--- src/rtl/sirq_pkg.sv ---
package sirq_pkg;

    typedef enum logic [2:0] {
        ST_GAP,
        ST_START,
        ST_QWAIT,
        ST_QSTART,
        ST_FRAME,
        ST_STOP
    } sirq_state_e;

    typedef enum logic [1:0] {
        PH_SAMPLE,
        PH_RECOVER,
        PH_TURN
    } sirq_phase_e;

endpackage

--- src/rtl/sirq_frame_seq.sv ---
module sirq_frame_seq
    import sirq_pkg::*;
#(
    parameter int MAX_FRAMES = 32,
    parameter int CW = $clog2(MAX_FRAMES + 1),
    parameter int IW = $clog2(MAX_FRAMES)
) (
    input  logic          clk,
    input  logic          rst_n,
    input  logic          run,
    input  logic [CW-1:0] frames,
    output sirq_phase_e   phase,
    output logic [IW-1:0] idx,
    output logic          last
);

    always_ff @(posedge clk) begin
        if (!rst_n || !run) begin
            phase <= PH_SAMPLE;
            idx   <= '0;
        end else begin
            unique case (phase)
                PH_SAMPLE:  phase <= PH_RECOVER;
                PH_RECOVER: phase <= PH_TURN;
                PH_TURN: begin
                    phase <= PH_SAMPLE;
                    idx   <= idx + IW'(1);
                end
                default:    phase <= PH_SAMPLE;
            endcase
        end
    end

    assign last = (phase == PH_TURN) && ((CW'(idx) + CW'(1)) == frames);

    // the frame index never passes the programmed count
    p_idx_in_range_r5: assert property (@(posedge clk) disable iff (!rst_n)
        run |-> (CW'(idx) < frames));

endmodule

--- src/rtl/sirq_vec_capture.sv ---
module sirq_vec_capture #(
    parameter int MAX_FRAMES = 32,
    parameter int IW = $clog2(MAX_FRAMES)
) (
    input  logic                  clk,
    input  logic                  rst_n,
    input  logic                  sample_en,
    input  logic [IW-1:0]         idx,
    input  logic                  line_in,
    input  logic                  commit,
    output logic [MAX_FRAMES-1:0] irq_vec,
    output logic                  done
);

    logic [MAX_FRAMES-1:0] shadow_q;

    always_ff @(posedge clk) begin
        if (!rst_n) begin
            shadow_q <= '0;
            irq_vec  <= '0;
            done     <= 1'b0;
        end else begin
            done <= commit;
            if (commit) begin
                irq_vec  <= shadow_q;
                shadow_q <= '0;
            end else if (sample_en) begin
                shadow_q[idx] <= ~line_in;
            end
        end
    end

    // the done strobe lasts one clock
    p_done_single_r9: assert property (@(posedge clk) disable iff (!rst_n)
        done |=> !done);

    // the vector only moves on a commit
    p_vec_hold_r9: assert property (@(posedge clk) disable iff (!rst_n)
        !commit |=> $stable(irq_vec));

endmodule

--- src/rtl/sirq_host.sv ---
module sirq_host
    import sirq_pkg::*;
#(
    parameter int MAX_FRAMES = 32,
    parameter int START_LEN  = 8
) (
    input  logic                                 clk,
    input  logic                                 rst_n,
    input  logic                                 line_in,
    output logic                                 drive_low,
    input  logic                                 quiet_sel,
    input  logic [$clog2(MAX_FRAMES + 1)-1:0]    frame_count,
    output logic [MAX_FRAMES-1:0]                irq_vec,
    output logic                                 cycle_done
);

    localparam int CW = $clog2(MAX_FRAMES + 1);
    localparam int IW = $clog2(MAX_FRAMES);
    localparam int TW = $clog2(START_LEN);

    sirq_state_e   state_q, state_d;
    logic [TW-1:0] cnt_q;
    logic          quiet_q;
    logic [CW-1:0] frames_q, eff_frames;
    sirq_phase_e   phase;
    logic [IW-1:0] idx;
    logic          last, seq_run, sample_en, commit;

    always_comb begin
        if (frame_count == '0)
            eff_frames = CW'(1);
        else if (frame_count > CW'(MAX_FRAMES))
            eff_frames = CW'(MAX_FRAMES);
        else
            eff_frames = frame_count;
    end

    // next-state logic
    always_comb begin
        state_d = state_q;
        unique case (state_q)
            ST_GAP:    state_d = quiet_q ? ST_QWAIT : ST_START;
            ST_START,
            ST_QSTART: if (cnt_q == TW'(START_LEN - 1)) state_d = ST_FRAME;
            ST_QWAIT:  if (!line_in) state_d = ST_QSTART;
            ST_FRAME:  if (last) state_d = ST_STOP;
            ST_STOP:   if (cnt_q == (quiet_q ? TW'(1) : TW'(2))) state_d = ST_GAP;
            default:   state_d = ST_GAP;
        endcase
    end

    // state register and its companions
    always_ff @(posedge clk) begin
        if (!rst_n) begin
            state_q  <= ST_GAP;
            cnt_q    <= '0;
            quiet_q  <= 1'b0;
            frames_q <= CW'(MAX_FRAMES);
        end else begin
            state_q <= state_d;
            if (state_d != state_q)
                cnt_q <= (state_d == ST_QSTART) ? TW'(1) : '0;
            else
                cnt_q <= cnt_q + TW'(1);
            if (state_q == ST_FRAME && last)
                quiet_q <= quiet_sel;
            if (state_q == ST_START || state_q == ST_QSTART)
                frames_q <= eff_frames;
        end
    end

    // outputs
    always_comb begin
        drive_low = (state_q == ST_START) || (state_q == ST_QSTART) || (state_q == ST_STOP);
        seq_run   = (state_q == ST_FRAME);
        sample_en = seq_run && (phase == PH_SAMPLE);
        commit    = seq_run && last;
    end

    sirq_frame_seq #(.MAX_FRAMES(MAX_FRAMES), .CW(CW), .IW(IW)) u_seq (
        .clk    (clk),
        .rst_n  (rst_n),
        .run    (seq_run),
        .frames (frames_q),
        .phase  (phase),
        .idx    (idx),
        .last   (last)
    );

    sirq_vec_capture #(.MAX_FRAMES(MAX_FRAMES), .IW(IW)) u_cap (
        .clk       (clk),
        .rst_n     (rst_n),
        .sample_en (sample_en),
        .idx       (idx),
        .line_in   (line_in),
        .commit    (commit),
        .irq_vec   (irq_vec),
        .done      (cycle_done)
    );

    // continuous mode restarts right after the released clock
    p_cont_restart_r7: assert property (@(posedge clk) disable iff (!rst_n)
        (state_q == ST_GAP && !quiet_q) |=> (state_q == ST_START));

    // quiet idle with a high wire stays idle
    p_quiet_waits_r8: assert property (@(posedge clk) disable iff (!rst_n)
        (state_q == ST_QWAIT && line_in) |=> (state_q == ST_QWAIT));

    // frames begin only after a full-length Start Frame
    p_start_len_r2: assert property (@(posedge clk) disable iff (!rst_n)
        (state_q == ST_FRAME && $past(state_q) != ST_FRAME) |-> ($past(cnt_q) == TW'(START_LEN - 1)));

    // the Stop Frame is entered only from the frames
    p_stop_after_frames_r6: assert property (@(posedge clk) disable iff (!rst_n)
        (state_q == ST_STOP && $past(state_q) != ST_STOP) |-> ($past(state_q) == ST_FRAME));

endmodule

--- config.mk ---
export PLATFORM = sky130hd
export DESIGN_NAME = sirq_host
export DESIGN_NICKNAME = d
export VERILOG_FILES = /design/src/rtl/sirq_pkg.sv /design/src/rtl/sirq_frame_seq.sv /design/src/rtl/sirq_vec_capture.sv /design/src/rtl/sirq_host.sv
export SDC_FILE = /design/constraint.sdc
export NUM_CORES = 1
export LEC_CHECK = 0
export ABC_CLOCK_PERIOD_IN_PS = 2750
export BUFFER_PORTS_ARGS = -buffer_cell sky130_fd_sc_hd__buf_2
export CORE_AREA = 2 2 115 117
export CTS_CLUSTER_DIAMETER = 150
export DETAILED_ROUTE_END_ITERATION = 8
export DIE_AREA = 0 0 117 119
export PLACE_DENSITY = 0.53
export SLEW_MARGIN = 25
export SYNTH_ARGS = -nofsm -noshare
export SYNTH_HDL_FRONTEND = slang
export SYNTH_SLANG_ARGS = --single-unit
--- constraint.sdc ---
create_clock -name clk -period 2.75 [get_ports clk]
set_input_delay 0.275 -clock clk [delete_from_list [all_inputs] [get_ports clk]]
set_output_delay 0.275 -clock clk [all_outputs]
set_load 0.005 [all_outputs]
### Word-level counts from Yosys, hierarchy flattened

Cells that the tools add are included.

* add/subtract/negate cells: 3
* order comparisons: 3
* equal/unequal tests: 12
* mux-type cells: 15
* bitwise logic cells: 2
* reduce and logical (&&, ||, !) cells: 14

Operator list (number)
* $bwmux 32: 1
* $mux 3: 5
* $pmux 3 s5: 1
* $mux 6: 2
* $eq 3x2->1 const B: 3
* $eq 3x3->1 const B: 3
* $add 5x1->6 const B: 1
* $eq 6x6->1: 1
* $gt 6x6->1 const B: 1
* $logic_not 6->1: 1
* $lt 5x6->1 const B: 1
* $add 5x1->5 const B: 1
* $demux 1 s5: 1
* $ge 5x1->1 const B: 1
* $logic_and 1x1->1: 4
* $mux 2: 2
* $pmux 2 s2: 1
* $reduce_or 2->1: 2
* $add 3x1->3 const B: 1
* $eq 3x1->1 const B: 1
* $eq 3x2->1: 1
* $logic_not 3->1: 1
* $logic_or 1x1->1: 3
* $ne 3x3->1: 1
* other kinds (6): 9

* register bits after elaboration: 85
* input port bits: 10
* output and inout bits: 34

### Longest topological paths before layout

* depth after elaboration: 8
* gate-level depth with buffers: 9
* mapped depth without buffers: 7

### Modules after synthesis

Synthesis repeated with hierarchy kept, for this count alone.

* cell total of the unflattened synthesis: 385
* area, all modules: 3681.0 um^2

Modules (own cells, without submodules)
* sirq_vec_capture: instances 1, cells an instance 260, area each 2597.5 um^2, seq. area each 1301.2 um^2
* sirq_host: instances 1, cells an instance 80, area each 696.9 um^2, seq. area each 260.2 um^2
* sirq_frame_seq: instances 1, cells an instance 45, area each 386.6 um^2, seq. area each 140.1 um^2

### Least setup slack after synthesis

No wires, ideal clock.

* kind: register to register
* start point: reg u_seq.idx[0]
* end point: reg u_cap.shadow_q[4]
* setup time: 0.151 ns
* arrival: 1.931 ns
* path slack: 0.669 ns
* stages on the path, launching flop included: 9
* buffers on the path: 1
* cells stage by stage: dfxtp_1 -> inv_1 -> ha_1 -> xor2_1 -> nor4_4 -> nand4_2 -> o21ai_2 -> buf_2 -> a311oi_1

* word-level cells in the longest chain between the ends: 5
* elaborated cells between the ends (all ways): 11
* classes of those cells: add/sub (1); order compare (2); eq/ne (1); mux (3); reduce/logical (4)

Ends and longest elaborated chain
* from (decl): RTL line sirq_frame_seq.sv:13 `output logic [IW-1:0] idx,`
* from (signal assigned): RTL line sirq_frame_seq.sv:27 `idx <= idx + IW'(1);`
* $lt 5x6->1 (implied by the code), or another cell as far along: RTL line sirq_vec_capture.sv:28 `shadow_q[idx] <= ~line_in;`
* $logic_and 1x1->1 (implied by the code) or $eq 6x6->1 (tied branches): RTL line sirq_vec_capture.sv:28, sirq_frame_seq.sv:34
* $mux 1 (implied by the code) or $logic_and 1x1->1 (tied branches): RTL line sirq_vec_capture.sv:28, sirq_frame_seq.sv:34
* $demux 1 s5 or $logic_and 1x1->1 (tied branches)
* $bwmux 32 or $reduce_or 2->1 (tied branches)
* to (signal, indexed assignment): RTL line sirq_vec_capture.sv:28
* to (decl): RTL line sirq_vec_capture.sv:15 `logic [MAX_FRAMES-1:0] shadow_q;`

Parallel ways exist; a longest one is shown, timed or not.
A chain may end at the register's enable or synchronous reset.

### Worst setup path after layout

* start point: reg state_q[2]
* end point: reg u_cap.irq_vec[5]

* word-level cells in the longest chain between the ends: 2

Ends and longest elaborated chain
* from (decl): RTL line sirq_host.sv:21 `sirq_state_e state_q, state_d;`
* from (signal assigned): RTL line sirq_host.sv:60 `state_q <= state_d;`
* $eq 3x3->1: RTL line sirq_host.sv:75 `seq_run = (state_q == ST_FRAME);`
* $logic_and 1x1->1: RTL line sirq_host.sv:77 `commit = seq_run && last;`
* to (signal assigned): RTL line sirq_vec_capture.sv:25 `irq_vec <= shadow_q;`
* to (decl): RTL line sirq_vec_capture.sv:11 `output logic [MAX_FRAMES-1:0] irq_vec,`

No other way between the ends.

==> flow_summary.ini <==
[run_status]
outcome = complete, no violations

[yosys]
netlist_instances = 400
ys_warn_count = 0
syn-cell-area_um2 = 3701
syn-num-nets = 416
synth_cell_types = 42
synth.ff_latch_count = 85
postSynthAreaPerCell_um2 = 9.253
yosysSeqAreaShare_pct = 45.98

[route]
drtPass1Iterations = 4
drc = 0
wirelength_um = 9298
ant_nets = 0
wire_per_inst_um = 15.07
vias = 3080
drt_iter0_drc = 285
viasPerCell = 4.992

[power_and_ir_drop]
p_sw_share_pct = 21.80
p_switching_uw = 575.8
max-vdd-ir-drop_mv = 0.2399
p_clk_share_pct = 49.1
p_comb_share_pct = 3.8
p_seq_share_pct = 47.2
power.internal_mw = 2.065
power_leakage_nw = 1.547
p_per_area_nw_per_um2 = 598.1

[sta]
skew_ns = 0.006183
timing.hold.ws_ns = 0.1643
relSlewSlack_pct = 38.52
tns_ns = 0
max_freq_mhz = 433.4
final.min_clock_period_ns = 2.307
worst_slew_pin_slew_ns = 0.9177
maxSlewViolCount = 0
rsz0062_at_grt = false
hold_violations = 0
setup_violations = 0
period_share_pct = 83.89

[clock_network]
root_buffer = clkbuf_16
clock_latency_ns = 0.34
cts_buffers = 9
cts_sinks = 85
cts_tree = done
clock_path_buffers = 2
h-tree-depth = 3
cts_hold_buffers = 0
ctsResizeCount = 0
clk_pin_slew_ns = 0.06
cts_setup_buffers = 0

[floorplanning]
start_util_pct = 28.75
rows = 42
io_pins = 44
die_width_um = 117
core_area_um2 = 12870
dieArea_um2 = 13920
die_y_um = 119

[cells_and_area]
layout.nets = 452
diodes = 0
post-route-util_pct = 34.30
fillers = 1327
seq_area_um2 = 1702
multi_input_area_um2 = 1753
drive_gt1_share_pct = 20.86
area_delta_synth_final_pct = 19.30

[setup_path]
cpMaxStageDelayCell = or3b_1
critPathMaxFanout = 13
critPathArrivalTime_ns = 2.58
r2r_cells = 6
required_ns = 3.02
max_stage_delay_ns = 0.60
crit_type = flop to flop
endpoint_kind = flop
worstSetupStartpointType = flop
worstPathCellList = or3b_1 > nor4_4 > and4_1 > buf_4 > nand3_1 > a21oi_1

[placement]
dp_hpwl_um = 6225
routabilityCongestion = 0.8352
portBuffers = 43

[grt]
grt_usage_pct = 14.05
grt_pass1_wl_um = 15150
antenna_found_initial = 0
grt_pass1_vias = 2921
grt_max_degree = 34
grt_overflow = 0

[job]
maxCapViolations = 0

[min_path]
min_path_cells = 2
hold_path.class = primary input to flop
==> synth_stat cells <==
master      n  area, um2
nand2_1     9      33.78
o2111a_1    1      11.26
o21bai_1    2      15.01
buf_4       4      30.03
or3_1       1      6.260
nor3_1      3      15.01
o21ai_2     1      8.760
mux2i_1     1      10.01
a311oi_1   33      289.0
or2_2       1      6.260
o21ai_0    36      180.2
a2111oi_0   1      8.760
nor2_1     15      56.30
buf_6       9      101.4
xor2_2      1      16.27
a41o_1      1      10.01
nand2_2     1      6.260
clkinv_1    1      3.750
a31oi_1     2      12.51
xor2_1      3      26.28
nor4_4      1      21.27
nor3b_1     8      60.06
and4_1      3      26.28
and3b_1     2      17.52
nand3_1    35      175.2
xnor2_1     9      78.83
inv_1       4      15.01
or3b_1      1      8.760
and3_1      2      12.51
clkbuf_1   19      71.32
nor4b_4     4      95.09
buf_1       2      7.510
buf_2       6      30.03
nor2b_1     3      18.77
a21oi_1    77      385.4
nor4b_1     1      8.760
dfxtp_1    85       1702
nand3b_1    1      7.510
ha_1        6      75.07
nand4_2     1      12.51
nor4_1      1      6.260
nand2b_1    3      18.77
==> critical path, delay by kind of cell (launching register included) <==
family,cells,cell delay [ns]
simple gates,4,1.32
flops,1,0.50
buf+inv,1,0.23
compound gates,1,0.18
==> cells by family after synthesis <==
group           count (synthesis)  synth area share [%]
simple gates                   96                 16.57
buf+inv                        45                 6.998
compound gates                154                 24.88
flops                          85                 45.98
fa+ha+maj                       6                 2.028
xor+xnor                       13                 3.280
mux                             1                0.2705
==> power groups by stage <==
stage | registers (mW) | clock network (mW) | logic, mW
after floorplan | 1.27 | 0 | 0.0674
after detailed placement | 1.27 | 0 | 0.0992
after global routing | 1.25 | 1.37 | 0.109
final | 1.25 | 1.30 | 0.0991
after global placement | 1.27 | 0 | 0.0981
after CTS | 1.25 | 1.33 | 0.0995
==> cell type report <==
class                      instances  share of cell area (%)
clock buffer                      10                   5.186
clock inverter                     6                   1.984
inverter                           5                  0.4251
multi-input combinational        270                   39.70
sequential                        85                   38.54
tap                              176                   4.987
timing repair buffer              65                   9.181
==> metal layers <==
| layer | share of wire (%) | up-vias | GRT usage, % |
|---|---|---|---|
| met5 | 0 | - | 0 |
| met4 | 1.9 | 0 | 5.441 |
| met3 | 4.1 | 13 | 4.020 |
| met2 | 46 | 49 | 21.60 |
| met1 | 48 | 1455 | 18.51 |
| li1 | - | 1563 | - |
==> through the flow <==
| step | power, mW | setup slack, ns | cells | cell area, um2 |
|---|---|---|---|---|
| 2_1_floorplan | 1.337 | 0.6687 | 400 | 3701 |
| 3_3_place_gp | 1.372 | 0.5205 | 601 | 4094 |
| 3_5_place_dp | 1.373 | 0.4590 | 601 | 4094 |
| 4_1_cts | 2.672 | 0.4302 | 617 | 4410 |
| 5_1_grt | 2.725 | 0.2653 | 617 | 4415 |
| 6_report | 2.641 | 0.4429 | 617 | 4415 |
==> flip-flops by register name (all words and copies together) (netlist names) <==
name,count
u_seq.phase,2
u_cap.done,1
frames_q,6
cnt_q,3
state_q,3
quiet_q,1
u_cap.irq_vec,32
u_cap.shadow_q,32
u_seq.idx,5
==> worst paths after layout <==
check                       to               from  slack [ns]
max           u_cap.irq_vec[5]         state_q[2]        0.44
min                frames_q[5]              rst_n        0.16
max reg2reg   u_cap.irq_vec[5]         state_q[2]        0.44
min reg2reg  u_cap.irq_vec[29]  u_cap.irq_vec[29]        0.47
==> cell usage in the layout (no fill, tap or decap), types with 2 or more instances in the layout <==
cell type,count
nand3_1,35
xor2_1,3
nor4b_4,4
nand2b_1,3
nor2_1,15
clkinv_4,2
dfxtp_1,85
bufinv_16,2
and3b_1,2
inv_1,4
buf_4,20
and4_1,3
clkbuf_16,9
buf_2,43
nor3_1,3
buf_12,2
o21ai_0,36
nor2b_1,3
clkinv_2,2
o21bai_1,2
xnor2_1,8
nand2_1,9
nor3b_1,7
a311oi_1,33
a31oi_1,2
ha_1,6
a21oi_1,77
and3_1,2
Note: power is estimated with default switching activity, not from simulation.
